<file path="src/rtl/span_pkg.sv">
package span_pkg;

    typedef enum logic [0:0] {
        ST_IDLE = 1'b0,
        ST_RUN  = 1'b1
    } run_state_e;

    localparam logic [1:0] SZ_BYTE = 2'd0;
    localparam logic [1:0] SZ_HALF = 2'd1;
    localparam logic [1:0] SZ_WORD = 2'd2;

    localparam logic [1:0] KIND_PER_RX = 2'd1;
    localparam logic [1:0] KIND_PER_TX = 2'd2;

    // code 3 is treated as a full word
    function automatic logic [1:0] clamp_width(input logic [1:0] code);
        return (code > SZ_WORD) ? SZ_WORD : code;
    endfunction

    function automatic logic [2:0] width_bytes(input logic [1:0] code);
        return 3'd1 << clamp_width(code);
    endfunction

endpackage

</file>
<file path="src/rtl/span_beat_sizer.sv">
module span_beat_sizer
    import span_pkg::*;
#(
    parameter int CNT_W = 24
) (
    input  logic [CNT_W-1:0] remain,
    input  logic [1:0]       width_code,
    output logic [1:0]       size_code,
    output logic [2:0]       size_bytes
);

    logic [1:0] w_eff;

    always_comb begin
        w_eff = clamp_width(width_code);
        if (w_eff == SZ_WORD && remain >= CNT_W'(4)) begin
            size_code = SZ_WORD;
        end else if (w_eff != SZ_BYTE && remain >= CNT_W'(2)) begin
            size_code = SZ_HALF;
        end else begin
            size_code = SZ_BYTE;
        end
        size_bytes = 3'd1 << size_code;
    end

endmodule

</file>
<file path="src/rtl/span_addr_track.sv">
module span_addr_track #(
    parameter int ADDR_W = 32
) (
    input  logic              clk,
    input  logic              rst_n,
    input  logic              load_en,
    input  logic [ADDR_W-1:0] load_val,
    input  logic              rld_en,
    input  logic [ADDR_W-1:0] rld_val,
    input  logic              step_en,
    input  logic [2:0]        step,
    output logic [ADDR_W-1:0] addr
);

    // priority: software load, then chained reload, then step
    always_ff @(posedge clk or negedge rst_n) begin
        if (!rst_n) begin
            addr <= '0;
        end else if (load_en) begin
            addr <= load_val;
        end else if (rld_en) begin
            addr <= rld_val;
        end else if (step_en) begin
            addr <= addr + ADDR_W'(step);
        end
    end

endmodule

</file>
<file path="src/rtl/span_count.sv">
module span_count #(
    parameter int CNT_W = 24
) (
    input  logic             clk,
    input  logic             rst_n,
    input  logic             load_en,
    input  logic [CNT_W-1:0] load_val,
    input  logic             rld_en,
    input  logic [CNT_W-1:0] rld_val,
    input  logic             dec_en,
    input  logic [2:0]       step,
    output logic [CNT_W-1:0] cnt,
    output logic             zero_hit
);

    logic last_beat;

    always_comb begin
        last_beat = cnt <= CNT_W'(step);
        zero_hit  = dec_en && last_beat;
    end

    always_ff @(posedge clk or negedge rst_n) begin
        if (!rst_n) begin
            cnt <= '0;
        end else if (load_en) begin
            cnt <= load_val;
        end else if (rld_en) begin
            cnt <= rld_val;
        end else if (dec_en) begin
            cnt <= last_beat ? '0 : cnt - CNT_W'(step);
        end
    end

endmodule

</file>
<file path="src/rtl/dma_span_tracker.sv">
module dma_span_tracker
    import span_pkg::*;
#(
    parameter int ADDR_W = 32,
    parameter int CNT_W  = 24
) (
    input  logic              clk,
    input  logic              rst_n,
    input  logic              start,
    input  logic [ADDR_W-1:0] ld_src,
    input  logic [ADDR_W-1:0] ld_dst,
    input  logic [CNT_W-1:0]  ld_cnt,
    input  logic              rld_wr,
    input  logic [ADDR_W-1:0] rld_src,
    input  logic [ADDR_W-1:0] rld_dst,
    input  logic [CNT_W-1:0]  rld_cnt,
    input  logic              rld_arm,
    input  logic [1:0]        src_width,
    input  logic              src_inc,
    input  logic [1:0]        dst_width,
    input  logic              dst_inc,
    input  logic [1:0]        xfer_kind,
    input  logic              rd_beat,
    input  logic              wr_beat,
    output logic [ADDR_W-1:0] src_addr,
    output logic [ADDR_W-1:0] dst_addr,
    output logic [CNT_W-1:0]  remain,
    output logic [1:0]        rd_size,
    output logic              busy,
    output logic              armed,
    output logic              ctz_pulse,
    output logic              reload_pulse,
    output logic              idle_pulse
);

    localparam int N_TRK   = 2;
    localparam int TRK_SRC = 0;
    localparam int TRK_DST = 1;

    run_state_e state_q, state_nx;

    logic              armed_q;
    logic [ADDR_W-1:0] rsrc_q, rdst_q;
    logic [CNT_W-1:0]  rcnt_q;

    logic       start_ok, beat_ok, zero_hit, chain;
    logic [2:0] rd_bytes;

    logic [ADDR_W-1:0] trk_load [N_TRK];
    logic [ADDR_W-1:0] trk_rld  [N_TRK];
    logic [ADDR_W-1:0] trk_q    [N_TRK];
    logic              trk_step_en [N_TRK];
    logic [2:0]        trk_step [N_TRK];

    // ---------------- state register ----------------
    always_ff @(posedge clk or negedge rst_n) begin
        if (!rst_n) begin
            state_q <= ST_IDLE;
        end else begin
            state_q <= state_nx;
        end
    end

    // ---------------- next state ----------------
    always_comb begin
        state_nx = state_q;
        unique case (state_q)
            ST_IDLE: begin
                if (start && ld_cnt != '0) begin
                    state_nx = ST_RUN;          // START
                end
            end
            ST_RUN: begin
                if (zero_hit && !armed_q) begin
                    state_nx = ST_IDLE;         // FINISH
                end                             // CHAIN stays in RUN
            end
            default: state_nx = ST_IDLE;
        endcase
    end

    // ---------------- outputs and control ----------------
    always_comb begin
        busy         = (state_q == ST_RUN);
        start_ok     = start && (state_q == ST_IDLE);
        beat_ok      = rd_beat && (state_q == ST_RUN);
        chain        = zero_hit && armed_q;
        ctz_pulse    = zero_hit;
        reload_pulse = chain;
        idle_pulse   = zero_hit && !armed_q;
        armed        = armed_q;
    end

    // ---------------- reload copies and arm bit ----------------
    always_ff @(posedge clk or negedge rst_n) begin
        if (!rst_n) begin
            rsrc_q  <= '0;
            rdst_q  <= '0;
            rcnt_q  <= '0;
            armed_q <= 1'b0;
        end else begin
            if (rld_wr) begin
                rsrc_q  <= rld_src;
                rdst_q  <= rld_dst;
                rcnt_q  <= rld_cnt;
                armed_q <= rld_arm;
            end else if (chain) begin
                armed_q <= 1'b0;
            end
        end
    end

    // ---------------- beat sizing ----------------
    span_beat_sizer #(.CNT_W(CNT_W)) u_sizer (
        .remain     (remain),
        .width_code (src_width),
        .size_code  (rd_size),
        .size_bytes (rd_bytes)
    );

    // ---------------- count ----------------
    span_count #(.CNT_W(CNT_W)) u_count (
        .clk      (clk),
        .rst_n    (rst_n),
        .load_en  (start_ok),
        .load_val (ld_cnt),
        .rld_en   (chain),
        .rld_val  (rcnt_q),
        .dec_en   (beat_ok),
        .step     (rd_bytes),
        .cnt      (remain),
        .zero_hit (zero_hit)
    );

    // ---------------- address trackers ----------------
    always_comb begin
        trk_load[TRK_SRC]    = ld_src;
        trk_rld[TRK_SRC]     = rsrc_q;
        trk_step_en[TRK_SRC] = beat_ok && src_inc && (xfer_kind != KIND_PER_RX);
        trk_step[TRK_SRC]    = rd_bytes;
        trk_load[TRK_DST]    = ld_dst;
        trk_rld[TRK_DST]     = rdst_q;
        trk_step_en[TRK_DST] = wr_beat && dst_inc && (xfer_kind != KIND_PER_TX);
        trk_step[TRK_DST]    = width_bytes(dst_width);
    end

    for (genvar g = 0; g < N_TRK; g++) begin : g_trk
        span_addr_track #(.ADDR_W(ADDR_W)) u_trk (
            .clk      (clk),
            .rst_n    (rst_n),
            .load_en  (start_ok),
            .load_val (trk_load[g]),
            .rld_en   (chain),
            .rld_val  (trk_rld[g]),
            .step_en  (trk_step_en[g]),
            .step     (trk_step[g]),
            .addr     (trk_q[g])
        );
    end

    assign src_addr = trk_q[TRK_SRC];
    assign dst_addr = trk_q[TRK_DST];

endmodule

</file>
<file path="config.mk">
export PLATFORM = sky130hd
export DESIGN_NAME = dma_span_tracker
export DESIGN_NICKNAME = d
export VERILOG_FILES = /design/src/rtl/span_pkg.sv /design/src/rtl/span_beat_sizer.sv /design/src/rtl/span_addr_track.sv /design/src/rtl/span_count.sv /design/src/rtl/dma_span_tracker.sv
export SDC_FILE = /design/constraint.sdc
export NUM_CORES = 1
export LEC_CHECK = 0
export ABC_AREA = 1
export CORE_ASPECT_RATIO = 1.25
export CORE_UTILIZATION = 45
export DETAILED_ROUTE_END_ITERATION = 8
export DONT_BUFFER_PORTS = 1
export PLACE_DENSITY_LB_ADDON = 0.08
export SYNTH_ARGS = -nofsm -noshare
export SYNTH_HDL_FRONTEND = slang
export SYNTH_SLANG_ARGS = --single-unit
</file>
<file path="constraint.sdc">
create_clock -name clk -period 3.6 [get_ports clk]
set_input_delay 0.36 -clock clk [delete_from_list [all_inputs] [get_ports clk]]
set_output_delay 0.36 -clock clk [all_outputs]
set_load 0.1 [all_outputs]
</file>
==> results of run 1 <==
[cells by family (layout without fill, tap and decap cells)]
family	after synthesis	count (layout)	share of synthesized area [%]
flops	178	178	36.96
simple gates	1409	1409	49.51
compound gates	46	46	2.066
buf+inv	241	307	7.994
xor+xnor	28	28	2.035
other cells	0	2	0
fa+ha+maj	12	12	1.433
[cell type report]
cell class	instances	area share, %
sequential	178	32.66
timing repair buffer	119	7.040
tap	340	3.069
antenna	2	0.03610
clock inverter	11	0.9386
clock buffer	21	3.321
inverter	156	4.296
multi-input combinational	1495	48.64
[synth_stat cells]
cell	number	area (um^2)
inv_1	97	364.1
a21o_1	1	7.510
nor2_2	3	18.77
and2_1	1	6.260
or2_2	63	394.1
nand3_4	2	35.03
o211ai_1	1	7.510
o21bai_1	4	30.03
xor2_1	14	122.6
nand4_1	70	437.9
buf_1	4	15.01
nand2_2	1	6.260
nand3b_1	26	195.2
a21oi_1	3	15.01
o22ai_1	1	6.260
inv_2	3	11.26
fa_1	3	60.06
o21ai_0	31	155.2
o31ai_1	1	7.510
ha_1	9	112.6
nor4_1	6	37.54
nand3_1	123	615.6
nor2_4	2	22.52
or2_0	6	37.54
nand3_2	1	10.01
clkinv_1	56	210.2
clkbuf_1	50	187.7
dfrtp_1	178	4454
buf_4	8	60.06
xnor2_1	14	122.6
nor2_1	163	611.8
o21ai_1	4	20.02
nor3_1	2	10.01
nand2_1	940	3528
buf_2	23	115.1
[layer usage]
metal | routed length, um | part of all wire (%) | vias up | track usage (%)
li1 | - | - | 6040 | -
met1 | 17150 | 42 | 5605 | 36.90
met2 | 19950 | 49 | 343 | 52.54
met3 | 2305 | 5.7 | 57 | 5.665
met4 | 1226 | 3.0 | 0 | 12.16
met5 | 0 | 0 | - | 0
[worst max-delay path by stage]
stage,endpoint,cells past startpoint,slack (ps),from
after floorplan,idle_pulse,17,-90,u_count.cnt[8]
after global placement,armed,17,350,u_count.cnt[19]
after detailed placement,g_trk[0].u_trk.addr[22],19,260,u_count.cnt[19]
after CTS,ctz_pulse,16,8,u_count.cnt[21]
after global routing,ctz_pulse,16,-20,u_count.cnt[21]
final,ctz_pulse,16,120,u_count.cnt[21]
[state kept, by name, indices dropped and copies added (netlist names)]
name              count
rsrc_q               32
rdst_q               32
g_trk.u_trk.addr     64
rcnt_q               24
armed                 1
u_count.cnt          24
busy                  1
[what timing repair did]
item,CTS,global route
endpoints found under the setup margin,3,5
pin swaps,1,4
setup buffers,1,3
gates resized for setup,2,7
hold endpoints to repair,178,179
cloned,0,1
[where the power goes]
part           switching (W)  internal [W]  total, W  leakage (nW)
Sequential          0.000377       0.00251   0.00288          2.21
Clock               0.000874       0.00107   0.00194         0.276
Combinational        0.00539       0.00166   0.00705          4.64
Total                0.00664       0.00524    0.0119          7.13
[through the flow]
step                util (%)  total power [W]  instance area, um^2  cells
finish                 52.96          0.01188                13860   2322
detailed placement     50.31         0.009917                13170   2282
global placement       50.31         0.009866                13170   2282
CTS                    52.61          0.01188                13770   2315
global route           52.95          0.01262                13860   2321
floorplan                  -         0.008308                12210   1914
[worst reg2reg max path: cells and delay by family (launching register included)]
kind                       cells  cell delay, ps
and+or+nand+nor               15            1810
buffers and inverters          3             420
DFF                            1             490
adders and majority gates      1             420
[layout by cell type (no fill, tap or decap), types with 5 or more instances in the layout]
cell type | synthesis | final
buf_12 | 0 | 5
buf_4 | 8 | 112
clkbuf_16 | 0 | 18
clkinv_1 | 56 | 56
clkinvlp_4 | 0 | 6
dfrtp_1 | 178 | 155
dfrtp_2 | 0 | 5
dfrtp_4 | 0 | 18
ha_1 | 9 | 9
inv_1 | 97 | 93
nand2_1 | 940 | 933
nand2_2 | 1 | 7
nand3_1 | 123 | 122
nand3b_1 | 26 | 26
nand4_1 | 70 | 70
nor2_1 | 163 | 149
nor2_2 | 3 | 10
nor2_4 | 2 | 9
nor4_1 | 6 | 6
o21ai_0 | 31 | 31
or2_0 | 6 | 6
or2_2 | 63 | 63
xnor2_1 | 14 | 14
xor2_1 | 14 | 14
==> summary.txt, run 1 <==
========================================================================================
Outcome                                                                     finished, violations left
Violations in the final reports                                              hold timing
Max-slew violation count                                                               0
Final weighted congestion in routability-driven placement                         0.8999
Synthesized netlist net count                                                       2117
Highest fanout seen on the critical path                                               4
Syn Area/Cell                                                                 6.297 um^2
Syn Inst Count                                                                      1914
Filler cell count in the final layout                                               2734
Startpoint kind of the worst setup timing path                                 flip-flop
Startpoint of the lowest-slack register-to-register path                    u_count.cnt[21]
Max_cap viols                                                                          0
Crit Reg-Reg Endpoint                                                       g_trk[0].u_trk.addr[27]
Area added between synthesis and finish                                           15.03%
Synthesis warning total                                                                0
Die outline height                                                              185.0 um
Final clock period utilization by the worst path                                  96.73%
Layout Nets                                                                         2170
Slew Limit Headroom                                                               32.76%
Clock buffer depth                                                                     2
Worst path top cell family by delay                                         simple AND/OR/NAND/NOR gates
Post-placement worst setup slack                                                255.9 ps
Worst EP required                                                                3240 ps
Total number of H-tree levels                                                          4
Routed WL per cell                                                              17.50 um
Category of the worst setup path capture point                              primary output
Source-to-sink clock delay at the later pin of the worst-skew pair                450 ps
Portion of the post-synthesis area used by sequential elements                    36.96%
Area of the die                                                               27440 um^2
Violation count after the first detailed-routing iteration                           631
Setup repair after global routing missed its margin                                 true
Clock tree skew after final layout                                              11.42 ps
CTS tree                                                                             yes
Data arrival time of the critical path                                           3120 ps
Final Setup Violations                                                                 0
Post-synthesis instance area                                                  12050 um^2
I/O pin total                                                                        286
Leak pwr                                                                        7.129 nW
Area occupied by registers                                                     4528 um^2
Placed wire-length estimate                                                     28.81 mm
Routed Wire Length                                                              40.63 mm
Highest ir drop seen on vdd                                                    0.4100 mV
Flops & latches, synth                                                               178
Largest net degree at the start of global routing                                    179
Wire length of the first global-routing pass                                    63.78 mm
Critical Path, Cell by Cell                                                 nor2_4 -> nand2_1 -> nor2_2 -> nand3_2 -> o22ai_1 -> buf_4 -> nor2_4 -> fa_1 -> inv_1 -> nand2_1 -> nand2_2 -> nand2_1 -> nand2_2 -> nor2_4 -> nand2_4 -> clkinvlp_4
Remaining antenna violation count                                                      0
Std-Cell Rows                                                                         66
Remaining global-route overflow                                                        0
Via count                                                                          12050
Final worst slack                                                               117.8 ps
Area of the core region                                                       26180 um^2
Share of cells above drive strength 1                                             13.79%
Count of different cell masters after synthesis                                       35
Class of the most critical hold timing path                                 input pin to async pin
Per-cell via count in the routed design                                            5.187
Path depth of the worst reg2reg path                                                  19
Vias in the first global route                                                     11800
Number of buffers and inverters on the critical path                                   3
Setup Total Neg Slack                                                               0 ps
Final-layout worst hold slack                                                  -394.5 ps
Max Clk Rate                                                                  0.2872 GHz
Number of clock sinks seen by CTS                                                    178
Die boundary width                                                              148.4 um
# port buffers                                                                         0
Residual DRC count                                                                     0
Number of antenna violations at the first check in global routing                      2
Slowest library cell on the worst path                                           dfrtp_4
CTS Buf Count                                                                         17
Number of search-and-repair iterations in the first detailed-routing pass              5
PwrDens                                                                     856.7 nW/um^2
Number of failing hold endpoints at the final stage                                  178
CTS root buf                                                                   clkbuf_16
Area of the multi-input gates                                                  6743 um^2
Reg-to-reg slack, setup                                                           340 ps
Tightest Pin Transition                                                          1009 ps
Clock period minus final worst setup slack                                       3482 ps
Setup Crit Path Kind                                                        flip-flop to primary output
Clock-pin transition on the worst setup and hold timing paths                      80 ps
Global-route total usage across every layer                                       30.32%
CP peak stage delay                                                               490 ps
Initial Util                                                                      46.04%
========================================================================================
Power figures use the tool's default switching activity.
==> run 2: changes to the inputs <==
Settings changed: SETUP_SLACK_MARGIN set to 0.3.
==> summary.txt, run 2 (synthesized netlist as in run 1, its figures left out) <==
========================================================================================
Final Setup Violations                                                                 0
Per-cell via count in the routed design                                            5.267
Clock buffer depth                                                                     2
Source-to-sink clock delay at the later pin of the worst-skew pair                440 ps
Final-layout worst hold slack                                                  -388.9 ps
Layout Nets                                                                         2196
Worst EP required                                                                3240 ps
Initial Util                                                                      46.04%
Area of the die                                                               27440 um^2
Share of cells above drive strength 1                                             16.06%
CTS tree                                                                             yes
Outcome                                                                     finished, violations left
Highest ir drop seen on vdd                                                    0.3569 mV
Flip-flop count of the largest register after layout                                  64
Power Internal                                                                0.005255 W
Sw power                                                                      0.006719 W
Most frequent cells in the layout                                           nand2_1, dfrtp_1, nor2_1, nand3_1, buf_4
Residual DRC count                                                                     0
Remaining antenna violation count                                                      0
Die boundary width                                                              148.4 um
Max-slew violation count                                                               0
Routed Wire Length                                                              41.66 mm
Data arrival time of the critical path                                           3150 ps
Remaining global-route overflow                                                        0
Biggest register                                                            g_trk.u_trk.addr
# port buffers                                                                         0
CTS root buf                                                                   clkbuf_16
PwrDens                                                                     832.2 nW/um^2
Class of the most critical hold timing path                                 input pin to async pin
I/O pin total                                                                        286
Number of antenna violations at the first check in global routing                      2
Clock tree skew after final layout                                              9.433 ps
Global-route total usage across every layer                                       29.93%
Startpoint kind of the worst setup timing path                                 flip-flop
Tightest Pin Transition                                                          1054 ps
Highest fanout seen on the critical path                                               4
Placed wire-length estimate                                                     27.99 mm
Final clock period utilization by the worst path                                  97.54%
Routed WL per cell                                                              17.76 um
Leak pwr                                                                        7.358 nW
Total number of H-tree levels                                                          4
Wire length of the first global-routing pass                                    62.84 mm
Setup Total Neg Slack                                                               0 ps
Clock share of power                                                               15.0%
Die outline height                                                              185.0 um
Max Clk Rate                                                                  0.2848 GHz
CTS Buf Count                                                                         17
Clock-pin transition on the worst setup and hold timing paths                      70 ps
Sequential fraction of design power                                                24.2%
Max_cap viols                                                                          0
Vias in the first global route                                                     11720
Setup Crit Path Kind                                                        flip-flop to primary output
Violations in the final reports                                              hold timing
Setup repair after global routing missed its margin                                 true
Slew Limit Headroom                                                               29.40%
Combinational fraction of design power                                             60.8%
Largest net degree at the start of global routing                                    179
Violation count after the first detailed-routing iteration                           727
Most common library cell in the layout ignoring fill and taps                    nand2_1
Switching portion of total power                                                  56.11%
Area added between synthesis and finish                                           19.39%
Number of failing hold endpoints at the final stage                                  178
Number of clock sinks seen by CTS                                                    178
Category of the worst setup path capture point                              primary output
Std-Cell Rows                                                                         66
Via count                                                                          12360
Final weighted congestion in routability-driven placement                         0.9185
Area of the core region                                                       26180 um^2
Registers with the most flip-flops                                          g_trk.u_trk.addr (64), rdst_q (32), rsrc_q (32)
Number of search-and-repair iterations in the first detailed-routing pass              5
Clock period minus final worst setup slack                                       3511 ps
========================================================================================
-- run 2: changes by cell type in the layout (fill, tap and decap cells not counted), moves of 3 or more --
cell	delta
buf_4	+7
buf_6	+6
clkbuf_16	+3
nand2_1	-14
nand2_2	+12
nand3_4	+6
nor2_1	-3
nor2_4	+5
-- run 2: final timing paths --
check,end,slack (ps),startpoint,depth (start not counted)
worst max-delay path,ctz_pulse,90,u_count.cnt[6],16
worst min-delay path,rsrc_q[12],-390,rst_n,0
worst max register to register,u_count.cnt[4],270,u_count.cnt[6],21
worst min register to register,rdst_q[19],470,rdst_q[19],2
max in group asynchronous,g_trk[1].u_trk.addr[11],3680,rst_n,0
min in group clk,rcnt_q[18],20,rld_wr,1
-- run 2: final cells by class --
cell class,count,area (um^2)
antenna,1,2.502
clock buffer,19,432.9
clock inverter,12,110.1
fill,2652,11790
inverter,156,610.6
multi-input combinational,1499,6955
sequential,178,4528
tap,340,425.4
timing repair buffer,141,1324
-- run 2: power by group through the flow --
stage | clock network [W] | registers, W | logic, W
after floorplan | 0 | 0.00569 | 0.00266
after global placement | 0 | 0.00289 | 0.00695
after detailed placement | 0 | 0.00290 | 0.00697
after CTS | 0.00182 | 0.00289 | 0.00718
after global routing | 0.00190 | 0.00295 | 0.00785
final | 0.00179 | 0.00290 | 0.00729
-- run 2: repair_timing --
action,4_1_cts,5_1_grt
hold endpoints to repair,178,178
endpoints found under the setup margin,91,92
resized for setup,22,36
setup buffers,16,9
pin swaps,10,16
cloned,4,7
-- run 2: through the flow --
stage | cells | setup WS, ps | power [W] | util (%) | instance area, um^2
6_report | 2346 | 88.60 | 0.01197 | 54.97 | 14390
3_5_place_dp | 2278 | 29.76 | 0.009876 | 50.27 | 13160
5_1_grt | 2345 | -37.61 | 0.01269 | 54.96 | 14390
3_3_place_gp | 2278 | 153.2 | 0.009836 | 50.27 | 13160
4_1_cts | 2329 | 138.5 | 0.01189 | 53.61 | 14030
2_1_floorplan | 1914 | -92.14 | 0.008345 | - | 12340
-- run 2: per-layer routing --
| metal | global-route usage [%] | vias up | routed length (um) |
|---|---|---|---|
| li1 | - | 6097 | - |
| met1 | 36.85 | 5723 | 16960 |
| met2 | 51.32 | 457 | 20370 |
| met3 | 5.936 | 78 | 3027 |
| met4 | 11.55 | 2 | 1291 |
| met5 | 0 | - | 12 |
-- run 2: worst max-delay path: stages, from the launching register on --
cell	delay [ps]
dfrtp_4	490
nor2_4	150
nand2_4	70
nor3_4	210
nand3_4	120
o22ai_4	170
nor2_4	80
fa_2	360
inv_1	70
nand2_1	70
nand2_2	80
nand2_1	60
nand2_2	90
nor2_4	50
buf_12	130
nand2_8	70
clkinvlp_4	430
